$ cat config.mk
export PLATFORM = sky130hd
export DESIGN_NAME = fb_column_burst_buffer
export DESIGN_NICKNAME = d
export VERILOG_FILES = /design/src/rtl/fb_pkg.sv /design/src/rtl/fb_wr_agu.sv /design/src/rtl/fb_rd_seq.sv /design/src/rtl/fb_lane_xbar.sv /design/src/rtl/fb_out_fifo.sv /design/src/rtl/fb_column_burst_buffer.sv
export SDC_FILE = /design/constraint.sdc
export NUM_CORES = 1
export LEC_CHECK = 0
export BUFFER_PORTS_ARGS = -buffer_cell sky130_fd_sc_hd__buf_2
export CORE_MARGIN = 2
export CORE_UTILIZATION = 45
export DETAILED_ROUTE_END_ITERATION = 16
export PLACE_DENSITY = 0.71
export RECOVER_POWER = 50
export SYNTH_ARGS = -nofsm -noshare
export SYNTH_HDL_FRONTEND = slang
export SYNTH_SLANG_ARGS = --single-unit
$ cat constraint.sdc
create_clock -name clk -period 5.07 [get_ports clk]
set_input_delay 0.2535 -clock clk [delete_from_list [all_inputs] [get_ports clk]]
set_output_delay 0.2535 -clock clk [all_outputs]
set_load 0.02 [all_outputs]
$ cat src/rtl/fb_pkg.sv
package fb_pkg;
  localparam int unsigned FB_PIX_W = 16;

  // Bank holding column col: skewed by the column group.
  function automatic int unsigned skew_bank(input int unsigned col, input int unsigned lanes);
    return ((col % lanes) + (col / lanes)) % lanes;
  endfunction
endpackage

$ cat src/rtl/fb_wr_agu.sv
module fb_wr_agu #(
  parameter int unsigned PIX_W = fb_pkg::FB_PIX_W,
  parameter int unsigned LANES = 4,
  parameter int unsigned ROWS  = 16,
  parameter int unsigned COLS  = 16,
  parameter int unsigned SLOTS = 2,
  localparam int unsigned LANE_W = $clog2(LANES),
  localparam int unsigned ROW_W  = $clog2(ROWS),
  localparam int unsigned COL_W  = $clog2(COLS),
  localparam int unsigned GRP_W  = $clog2(COLS / LANES),
  localparam int unsigned SLOT_W = $clog2(SLOTS),
  localparam int unsigned ADDR_W = SLOT_W + GRP_W + ROW_W
) (
  input  logic              clk,
  input  logic              rst_n,
  input  logic              in_valid,
  input  logic [PIX_W-1:0]  in_data,
  input  logic [SLOT_W-1:0] wr_slot,
  input  logic              slot_full,
  output logic [LANES-1:0]  mem_we,
  output logic [ADDR_W-1:0] mem_waddr,
  output logic [PIX_W-1:0]  mem_wdata,
  output logic              frame_kept,
  output logic              frame_drop
);
  logic [ROW_W-1:0]  row_q;
  logic [COL_W-1:0]  col_q;
  logic              dropping_q;
  logic              first_pix, last_pix, drop_now;
  logic [LANE_W-1:0] bank;
  logic [GRP_W-1:0]  grp;

  assign first_pix = (row_q == '0) && (col_q == '0);
  assign last_pix  = (row_q == ROW_W'(ROWS - 1)) && (col_q == COL_W'(COLS - 1));
  assign drop_now  = first_pix ? slot_full : dropping_q;
  assign bank      = LANE_W'(fb_pkg::skew_bank(int'(col_q), LANES));
  assign grp       = col_q[COL_W-1:LANE_W];

  always_ff @(posedge clk) begin
    if (!rst_n) begin
      row_q      <= '0;
      col_q      <= '0;
      dropping_q <= 1'b0;
    end else if (in_valid) begin
      if (first_pix) dropping_q <= slot_full;
      if (col_q == COL_W'(COLS - 1)) begin
        col_q <= '0;
        row_q <= (row_q == ROW_W'(ROWS - 1)) ? '0 : row_q + 1'b1;
      end else begin
        col_q <= col_q + 1'b1;
      end
    end
  end

  always_comb begin
    mem_we = '0;
    for (int b = 0; b < int'(LANES); b++) begin
      if (in_valid && !drop_now && (bank == LANE_W'(b))) mem_we[b] = 1'b1;
    end
  end

  assign mem_waddr  = {wr_slot, grp, row_q};
  assign mem_wdata  = in_data;
  assign frame_kept = in_valid && last_pix && !drop_now;
  assign frame_drop = in_valid && first_pix && slot_full;

  assert_onehot_write_R1: assert property (@(posedge clk) disable iff (!rst_n)
    $onehot0(mem_we));
endmodule

$ cat src/rtl/fb_rd_seq.sv
module fb_rd_seq #(
  parameter int unsigned LANES = 4,
  parameter int unsigned ROWS  = 16,
  parameter int unsigned COLS  = 16,
  parameter int unsigned SLOTS = 2,
  localparam int unsigned GRPS   = COLS / LANES,
  localparam int unsigned LANE_W = $clog2(LANES),
  localparam int unsigned ROW_W  = $clog2(ROWS),
  localparam int unsigned GRP_W  = $clog2(GRPS),
  localparam int unsigned SLOT_W = $clog2(SLOTS),
  localparam int unsigned ADDR_W = SLOT_W + GRP_W + ROW_W
) (
  input  logic              clk,
  input  logic              rst_n,
  input  logic [SLOT_W-1:0] rd_slot,
  input  logic              slot_ready,
  input  logic              credit_ok,
  output logic              mem_re,
  output logic [ADDR_W-1:0] mem_raddr,
  output logic [LANE_W-1:0] issue_rot,
  output logic              issue_last,
  output logic              slot_done
);
  logic [ROW_W-1:0]  row_q;
  logic [GRP_W-1:0]  grp_q;
  logic [ADDR_W-1:0] prev_addr_q;

  assign mem_re     = slot_ready && credit_ok;
  assign mem_raddr  = {rd_slot, grp_q, row_q};
  assign issue_rot  = LANE_W'(int'(grp_q) % int'(LANES));
  assign issue_last = (row_q == ROW_W'(ROWS - 1));
  assign slot_done  = mem_re && issue_last && (grp_q == GRP_W'(GRPS - 1));

  always_ff @(posedge clk) begin
    if (!rst_n) begin
      row_q       <= '0;
      grp_q       <= '0;
      prev_addr_q <= '0;
    end else if (mem_re) begin
      prev_addr_q <= mem_raddr;
      if (issue_last) begin
        row_q <= '0;
        grp_q <= (grp_q == GRP_W'(GRPS - 1)) ? '0 : grp_q + 1'b1;
      end else begin
        row_q <= row_q + 1'b1;
      end
    end
  end

  assert_linear_burst_R3: assert property (@(posedge clk) disable iff (!rst_n)
    (mem_re && (mem_raddr[ROW_W-1:0] != '0)) |-> (mem_raddr == prev_addr_q + 1'b1));
endmodule

$ cat src/rtl/fb_lane_xbar.sv
module fb_lane_xbar #(
  parameter int unsigned PIX_W = fb_pkg::FB_PIX_W,
  parameter int unsigned LANES = 4,
  localparam int unsigned LANE_W = $clog2(LANES)
) (
  input  logic [LANES*PIX_W-1:0] bank_data,
  input  logic [LANE_W-1:0]      rot,
  output logic [LANES*PIX_W-1:0] lane_data
);
  for (genvar l = 0; l < int'(LANES); l++) begin : g_lane
    logic [LANE_W-1:0] src;
    assign src = LANE_W'(l) + rot;
    assign lane_data[l*PIX_W +: PIX_W] = bank_data[src*PIX_W +: PIX_W];
  end
endmodule

$ cat src/rtl/fb_out_fifo.sv
module fb_out_fifo #(
  parameter int unsigned WIDTH = 65
) (
  input  logic             clk,
  input  logic             rst_n,
  input  logic             push,
  input  logic [WIDTH-1:0] push_data,
  input  logic             pop_ready,
  output logic             out_valid,
  output logic [WIDTH-1:0] out_data,
  output logic [1:0]       count
);
  logic [WIDTH-1:0] ent_q [2];
  logic             wptr_q, rptr_q;
  logic [1:0]       cnt_q;
  logic             pop;

  assign out_valid = (cnt_q != 2'd0);
  assign out_data  = ent_q[rptr_q];
  assign pop       = out_valid && pop_ready;
  assign count     = cnt_q;

  always_ff @(posedge clk) begin
    if (!rst_n) begin
      wptr_q   <= 1'b0;
      rptr_q   <= 1'b0;
      cnt_q    <= 2'd0;
      ent_q[0] <= '0;
      ent_q[1] <= '0;
    end else begin
      if (push) begin
        ent_q[wptr_q] <= push_data;
        wptr_q        <= ~wptr_q;
      end
      if (pop) rptr_q <= ~rptr_q;
      cnt_q <= cnt_q + {1'b0, push} - {1'b0, pop};
    end
  end

  assert_no_overfill_R7: assert property (@(posedge clk) disable iff (!rst_n)
    push |-> (cnt_q < 2'd2 || pop));
  assert_hold_on_stall_R7: assert property (@(posedge clk) disable iff (!rst_n)
    (out_valid && !pop_ready) |=> (out_valid && $stable(out_data)));
endmodule

$ cat src/rtl/fb_column_burst_buffer.sv
module fb_column_burst_buffer #(
  parameter int unsigned PIX_W = fb_pkg::FB_PIX_W,
  parameter int unsigned LANES = 4,
  parameter int unsigned ROWS  = 16,
  parameter int unsigned COLS  = 16,
  parameter int unsigned SLOTS = 2,
  localparam int unsigned LANE_W = $clog2(LANES),
  localparam int unsigned ROW_W  = $clog2(ROWS),
  localparam int unsigned GRP_W  = $clog2(COLS / LANES),
  localparam int unsigned SLOT_W = $clog2(SLOTS),
  localparam int unsigned ADDR_W = SLOT_W + GRP_W + ROW_W,
  localparam int unsigned BUS_W  = LANES * PIX_W
) (
  input  logic              clk,
  input  logic              rst_n,
  input  logic              in_valid,
  output logic              in_ready,
  input  logic [PIX_W-1:0]  in_data,
  output logic [LANES-1:0]  mem_we,
  output logic [ADDR_W-1:0] mem_waddr,
  output logic [PIX_W-1:0]  mem_wdata,
  output logic              mem_re,
  output logic [ADDR_W-1:0] mem_raddr,
  input  logic [BUS_W-1:0]  mem_rdata,
  output logic              out_valid,
  input  logic              out_ready,
  output logic [BUS_W-1:0]  out_data,
  output logic              out_last,
  output logic              overflow
);
  logic [SLOTS-1:0]  full_q;
  logic [SLOT_W-1:0] wr_slot_q, rd_slot_q;
  logic              ovf_q;
  logic              frame_kept, frame_drop, slot_done;
  logic              inflight_q, last_q;
  logic [LANE_W-1:0] rot_q, issue_rot;
  logic              issue_last, credit_ok, pop;
  logic [1:0]        fifo_cnt;
  logic [BUS_W-1:0]  lane_words;

  assign in_ready = 1'b1;
  assign overflow = ovf_q;
  assign pop      = out_valid && out_ready;
  assign credit_ok = (int'(fifo_cnt) + int'(inflight_q) - int'(pop)) < 2;

  fb_wr_agu #(.PIX_W(PIX_W), .LANES(LANES), .ROWS(ROWS), .COLS(COLS), .SLOTS(SLOTS)) u_wr (
    .clk(clk), .rst_n(rst_n), .in_valid(in_valid), .in_data(in_data),
    .wr_slot(wr_slot_q), .slot_full(full_q[wr_slot_q]),
    .mem_we(mem_we), .mem_waddr(mem_waddr), .mem_wdata(mem_wdata),
    .frame_kept(frame_kept), .frame_drop(frame_drop)
  );

  fb_rd_seq #(.LANES(LANES), .ROWS(ROWS), .COLS(COLS), .SLOTS(SLOTS)) u_rd (
    .clk(clk), .rst_n(rst_n), .rd_slot(rd_slot_q), .slot_ready(full_q[rd_slot_q]),
    .credit_ok(credit_ok), .mem_re(mem_re), .mem_raddr(mem_raddr),
    .issue_rot(issue_rot), .issue_last(issue_last), .slot_done(slot_done)
  );

  fb_lane_xbar #(.PIX_W(PIX_W), .LANES(LANES)) u_xbar (
    .bank_data(mem_rdata), .rot(rot_q), .lane_data(lane_words)
  );

  fb_out_fifo #(.WIDTH(BUS_W + 1)) u_fifo (
    .clk(clk), .rst_n(rst_n), .push(inflight_q), .push_data({last_q, lane_words}),
    .pop_ready(out_ready), .out_valid(out_valid), .out_data({out_last, out_data}),
    .count(fifo_cnt)
  );

  always_ff @(posedge clk) begin
    if (!rst_n) begin
      full_q     <= '0;
      wr_slot_q  <= '0;
      rd_slot_q  <= '0;
      ovf_q      <= 1'b0;
      inflight_q <= 1'b0;
      rot_q      <= '0;
      last_q     <= 1'b0;
    end else begin
      inflight_q <= mem_re;
      if (mem_re) begin
        rot_q  <= issue_rot;
        last_q <= issue_last;
      end
      if (frame_drop) ovf_q <= 1'b1;
      for (int s = 0; s < int'(SLOTS); s++) begin
        if (frame_kept && (wr_slot_q == SLOT_W'(s))) full_q[s] <= 1'b1;
        else if (slot_done && (rd_slot_q == SLOT_W'(s))) full_q[s] <= 1'b0;
      end
      if (frame_kept) wr_slot_q <= (wr_slot_q == SLOT_W'(SLOTS - 1)) ? '0 : wr_slot_q + 1'b1;
      if (slot_done)  rd_slot_q <= (rd_slot_q == SLOT_W'(SLOTS - 1)) ? '0 : rd_slot_q + 1'b1;
    end
  end

  assert_read_full_slot_R5: assert property (@(posedge clk) disable iff (!rst_n)
    mem_re |-> full_q[rd_slot_q]);
  assert_mark_full_R5: assert property (@(posedge clk) disable iff (!rst_n)
    frame_kept |=> full_q[$past(wr_slot_q)]);
  assert_no_write_full_R6: assert property (@(posedge clk) disable iff (!rst_n)
    (mem_we != '0) |-> !full_q[mem_waddr[ADDR_W-1 -: SLOT_W]]);
  assert_ovf_sticky_R6: assert property (@(posedge clk) disable iff (!rst_n)
    ovf_q |=> ovf_q);
endmodule

Yosys cells after proc, flatten, opt, wreduce, memory -nomap -nowiden
Memories as Yosys holds them, arrays and structs flattened. A register that Yosys moved wholly into a read port is not among the register bits.
Index checks and enable logic that the tools add are counted.
{"block": "word_totals", "ramBits": 130, "output_inout_bits": 103, "word_cells": 106, "n_memories": 1, "in_bits": 84, "reg_bits": 28}
{"name": "u_fifo.ent_q", "depth": 2, "word_bits": 65, "rd": 1, "rd_ports_with_merged_regs": 1, "write_ports": 2, "line": "fb_out_fifo.sv:13", "source": "logic [WIDTH-1:0] ent_q [2];"}
{"block": "classes", "n_lt_le_gt_ge": 3, "add_sub_neg": 14, "eq_ne": 7, "shift": 4, "muxes": 28, "bitwise": 4, "n_reduce_logical": 29}
{"op": "64-bit by 7-bit variable part select with 16-bit output", "count": 4}
{"op": "65-bit two-way mux", "count": 1}
{"op": "65-bit OR reduction", "count": 1}
{"op": "1-bit two-way mux", "count": 23}
{"op": "1-bit logical AND", "count": 19}
{"op": "4-bit by 1-bit adder with 4-bit output (second input constant)", "count": 3}
{"op": "4-bit == test (second input constant)", "count": 3}
{"op": "4-bit two-way mux", "count": 3}
{"op": "4-bit zero test", "count": 2}
{"op": "2-bit == test (second input constant)", "count": 3}
{"op": "2-bit nonzero test", "count": 3}
{"op": "2-bit adder (first input constant)", "count": 2}
{"op": "1-bit by 2-bit < comparator with 1-bit output (second input constant)", "count": 2}
{"op": "4-bit by 3-bit < comparator with 1-bit output (second input constant)", "count": 1}
{"op": "1-bit NOT", "count": 4}
{"op": "2-bit AND reduction", "count": 2}
{"op": "3-bit by 1-bit subtractor with 4-bit output", "count": 1}
{"op": "2-bit by 1-bit adder with 3-bit output", "count": 1}
{"op": "1-bit adder (second input constant)", "count": 2}
{"op": "1-bit by 2-bit adder with 2-bit output (first input constant)", "count": 1}
{"op": "2-bit by 1-bit adder with 2-bit output", "count": 1}
{"op": "2-bit by 1-bit adder with 2-bit output (second input constant)", "count": 1}
{"op": "2-bit adder", "count": 1}
{"op": "2-bit by 1-bit == test with 1-bit output (second input constant)", "count": 1}
{"op": "4 further kinds", "count": 4}

Logic depth before layout (Yosys ltp)
{"block": "depth", "ltp_word": 10, "mapped_depth": 10}

By module
A second synthesis with hierarchy kept.
{"block": "hier_totals", "cells_unflattened": 691, "area_unflattened_um2": 9181.3}
{"module": "fb_out_fifo", "seq_area_each_um2": 4003.8, "area_per_inst_um2": 6015.8, "n_inst": 1, "cells_per_inst": 443}
{"module": "fb_lane_xbar", "seq_area_each_um2": 0.0, "area_per_inst_um2": 1680.4, "n_inst": 1, "cells_per_inst": 78}
{"module": "fb_wr_agu", "seq_area_each_um2": 180.2, "area_per_inst_um2": 714.4, "n_inst": 1, "cells_per_inst": 89}
{"module": "fb_column_burst_buffer", "seq_area_each_um2": 180.2, "area_per_inst_um2": 452.9, "n_inst": 1, "cells_per_inst": 45}
{"module": "fb_rd_seq", "seq_area_each_um2": 120.1, "area_per_inst_um2": 317.8, "n_inst": 1, "cells_per_inst": 36}

Worst setup path after synthesis
OpenSTA, ideal clock, no wires.
{"block": "synth_path", "kind": "register -> register", "from": "reg inflight_q", "to": "mem u_fifo.ent_q[0][0], enable pin", "required_time_ns": 4.492, "arrival_ns": 4.996, "stages_incl_launch_ff": 3, "n_path_buf": 0, "setup_slack_ns": -0.504, "cell_sequence": "dfxtp_1 > inv_1 > o21ai_0"}
{"item": "from (decl)", "line": "fb_column_burst_buffer.sv:35", "source": "logic inflight_q, last_q;"}
{"item": "from (signal assigned)", "line": "fb_column_burst_buffer.sv:79", "source": "inflight_q <= mem_re;"}
{"item": "to (decl)", "line": "fb_out_fifo.sv:13"}

==> out/metrics.yaml <==
min_period_over_period_pct: 76.8
min_period_ps: 3890
hp-class: "in -> reg"
reg2reg_depth: 3
path_clk_slew_ps: 70
synth_async_sr_flop_share_pct: 0
violations: "capacitance limit, slew limit"
nNetsFinal: 955
yosys.area.top_type_share_pct: 47.5
synth-seq-cells: 159
cts_buffers: 17
cts_resized: 0
cp.required_ps: 5110
critPathCapture: "u_fifo.ent_q[0][48]"
synthMuxAreaShare_pct: 18.5
fin_skew_ps: 14.1
worstHoldStart: "out_ready"
gp_congestion: 0.789
io_buffers: 153
yosysSeqAreaShare_pct: 54.6
die_y_um: 139
max_slew_margin_pct: -118
rsz0062_at_grt: "no"
grt_remaining_overflow: 0
synth_compound_area_share_pct: 5.93
worstSetupPathType: "reg -> reg"
syn_inst: 752
drc: 0
fmax_mhz: 257
startpoint_type: "flop"
cts_hold_buf: 0
ant_nets: 0
worst_r2r_endpoint: "u_fifo.ent_q[0][48]"
path_max_fanout: 39
finalInstanceArea_um2: 9470
tightest_slew_ps: 3260
wl_per_cell_um: 17.5
post_dp_cell_area_um2: 8970
ys_types: 43
finalPower_uw: 2860
cts_buffer_depth: 2
cts-root-buf: "clkbuf_16"
grt.total_usage_pct: 19.8
grt_max_degree: 67
grt_pass1_wl_mm: 29.9
vias: 5930
viasPerCell: 5.36
drive_above_1_share_pct: 29.4
setup_viol: 0
die_x_um: 139
end_kind: "flop"
synth_area_per_cell_um2: 10.9
dieArea_um2: 19400
met1Wirelength_mm: 8.50
slew_viol_final: 183
synth_area_um2: 8210
syn_nets: 847
top_layer_used: "met5"
ys.flop_type: "edfxtp_1"
p_leak_uw: 0.00359
yosys_warnings: 0
syn2layout_area_growth_pct: 15.3
vdd_ir_drop_max_uv: 251
yosys.area.top_type: "edfxtp_1"
io_pins: 187
synth-simple-area-share_pct: 13.0
postLayoutCoreUtil_pct: 52.7
cts_max_level: 4
synth_top_family_by_area: "multiplexers"
insertion_delay_ps: 430
core_um2: 18000
grt_pass1_vias: 5563
fin_hold_ws_ps: 223
cts_setup_buffers: 0
arrival_ps: 3940
pwr_density_cell_nw_per_um2: 302
status: "finished with violations"
dr_wl_met3_mm: 1.43
start_util_pct: 45.7
ys_top_cells_by_count: "143 x nor2_1, 130 x edfxtp_1, 99 x mux2_2"
cts_sinks: 159
first_pass_iters: 5
synth_most_common_cell: "nor2_1"
crit_start: "inflight_q"
reg2reg_from: "inflight_q"
hold_viol: 0
antenna_found_initial: 3
yosys.area_share.adder_pct: 1.77
synth_edf_count: 130
tritoncts: "built"
synth.area.top_cells: "edfxtp_1 48%, mux2_2 14%, dfxtp_1 7.1%"
cap_violations: 4
wl_met2_mm: 9.24
finalWirelength_mm: 19.4
num_rows: 49
dp_hpwl_mm: 12.9
r2r_setup_slack_ps: 1180
tns_ps: 0
drt_iter0_markers: 382
synth-xor-area-share_pct: 1.07
[through the flow]
stage	worst slack, ps	cells
finish	1180	1106
global route	814	1103
CTS	1840	1102
detailed placement	2320	1070
global placement	2380	1070
floorplan	1250	752
[metal layers]
metal	up-vias	GRT usage, %
met5	-	0
met4	2	5.26
met3	21	5.80
met2	196	31.6
met1	2859	26.4
li1	2852	-
[kinds of logic (layout without fill, tap and decap cells)]
kind of cell             count (synthesis)  after routing
XOR/XNOR                                10             10
other                                    1              5
adder cells (fa/ha/maj)                 11             11
AO/OA/AOI/OAI                           91             91
flip-flops                             159            159
multiplexers                           139            139
AND/OR/NAND/NOR                        260            260
buffers and inverters                   81            202
[report_power, final]
part	switching (uW)	internal, uW	total [uW]
logic	129	74.0	203
clock network	553	642	1200
registers	11.5	1450	1460
total	694	2160	2860
[area by class of cell]
class	instances	area [um2]
multi-input cells	512	3320
diodes	4	10.0
flip-flops and latches	159	4490
clock buffers	17	425
inverters	11	41.3
repair buffers	159	772
well taps	229	287
clock inverters	15	129
fillers	1615	8490
[critical path, cell delays in order (launching register included)]
cell,delay (ps)
dfxtp_1,420
inv_1,90
o21ai_1,1890
clkbuf_2,1070
[sequential cells by signal, summed over array words and instances, names as in the netlist, 2 cells and up, named ones only]
name          count
u_fifo.ent_q    130
rot_q             2
u_wr.col_q        4
u_rd.grp_q        2
full_q            2
u_rd.row_q        4
u_wr.row_q        4
u_fifo.count      2
[cell usage in the layout, fill, tap and decap left out, types with 2 or more instances in the layout]
master      instances
o21a_1              2
edfxtp_1          130
inv_1              10
clkbuf_16          17
nor2_1            143
and3_1              3
xnor2_1             5
clkinv_4            2
or4_1               5
mux2_1             12
o21ai_0            68
nand3_1             3
or3_1               2
o31ai_1             4
nand3_2             2
xor2_1              5
dfxtp_1            28
buf_2             124
inv_6               3
nand4_1             5
clkbuf_1           29
clkinvlp_4          4
nor3_1              5
nor4_1              2
a21oi_1            11
clkinv_2            2
diode_2             4
nand2_1            83
buf_4               5
mux2_2             87
ha_1               10
inv_8               4
mux2i_1            39
[how the worst min path moves through the flow]
| stage | cells past startpoint | endpoint | slack (ps) |
|---|---|---|---|
| 5_1_grt | 4 | u_fifo.rptr_q | 250 |
| 3_3_place_gp | 1 | overflow | 460 |
| 3_5_place_dp | 1 | overflow | 460 |
| 4_1_cts | 4 | u_fifo.rptr_q | 200 |
| 6_report | 4 | u_fifo.rptr_q | 220 |
| 2_1_floorplan | 2 | full_q[0] | 470 |
Power figures use the tool's default switching activity.
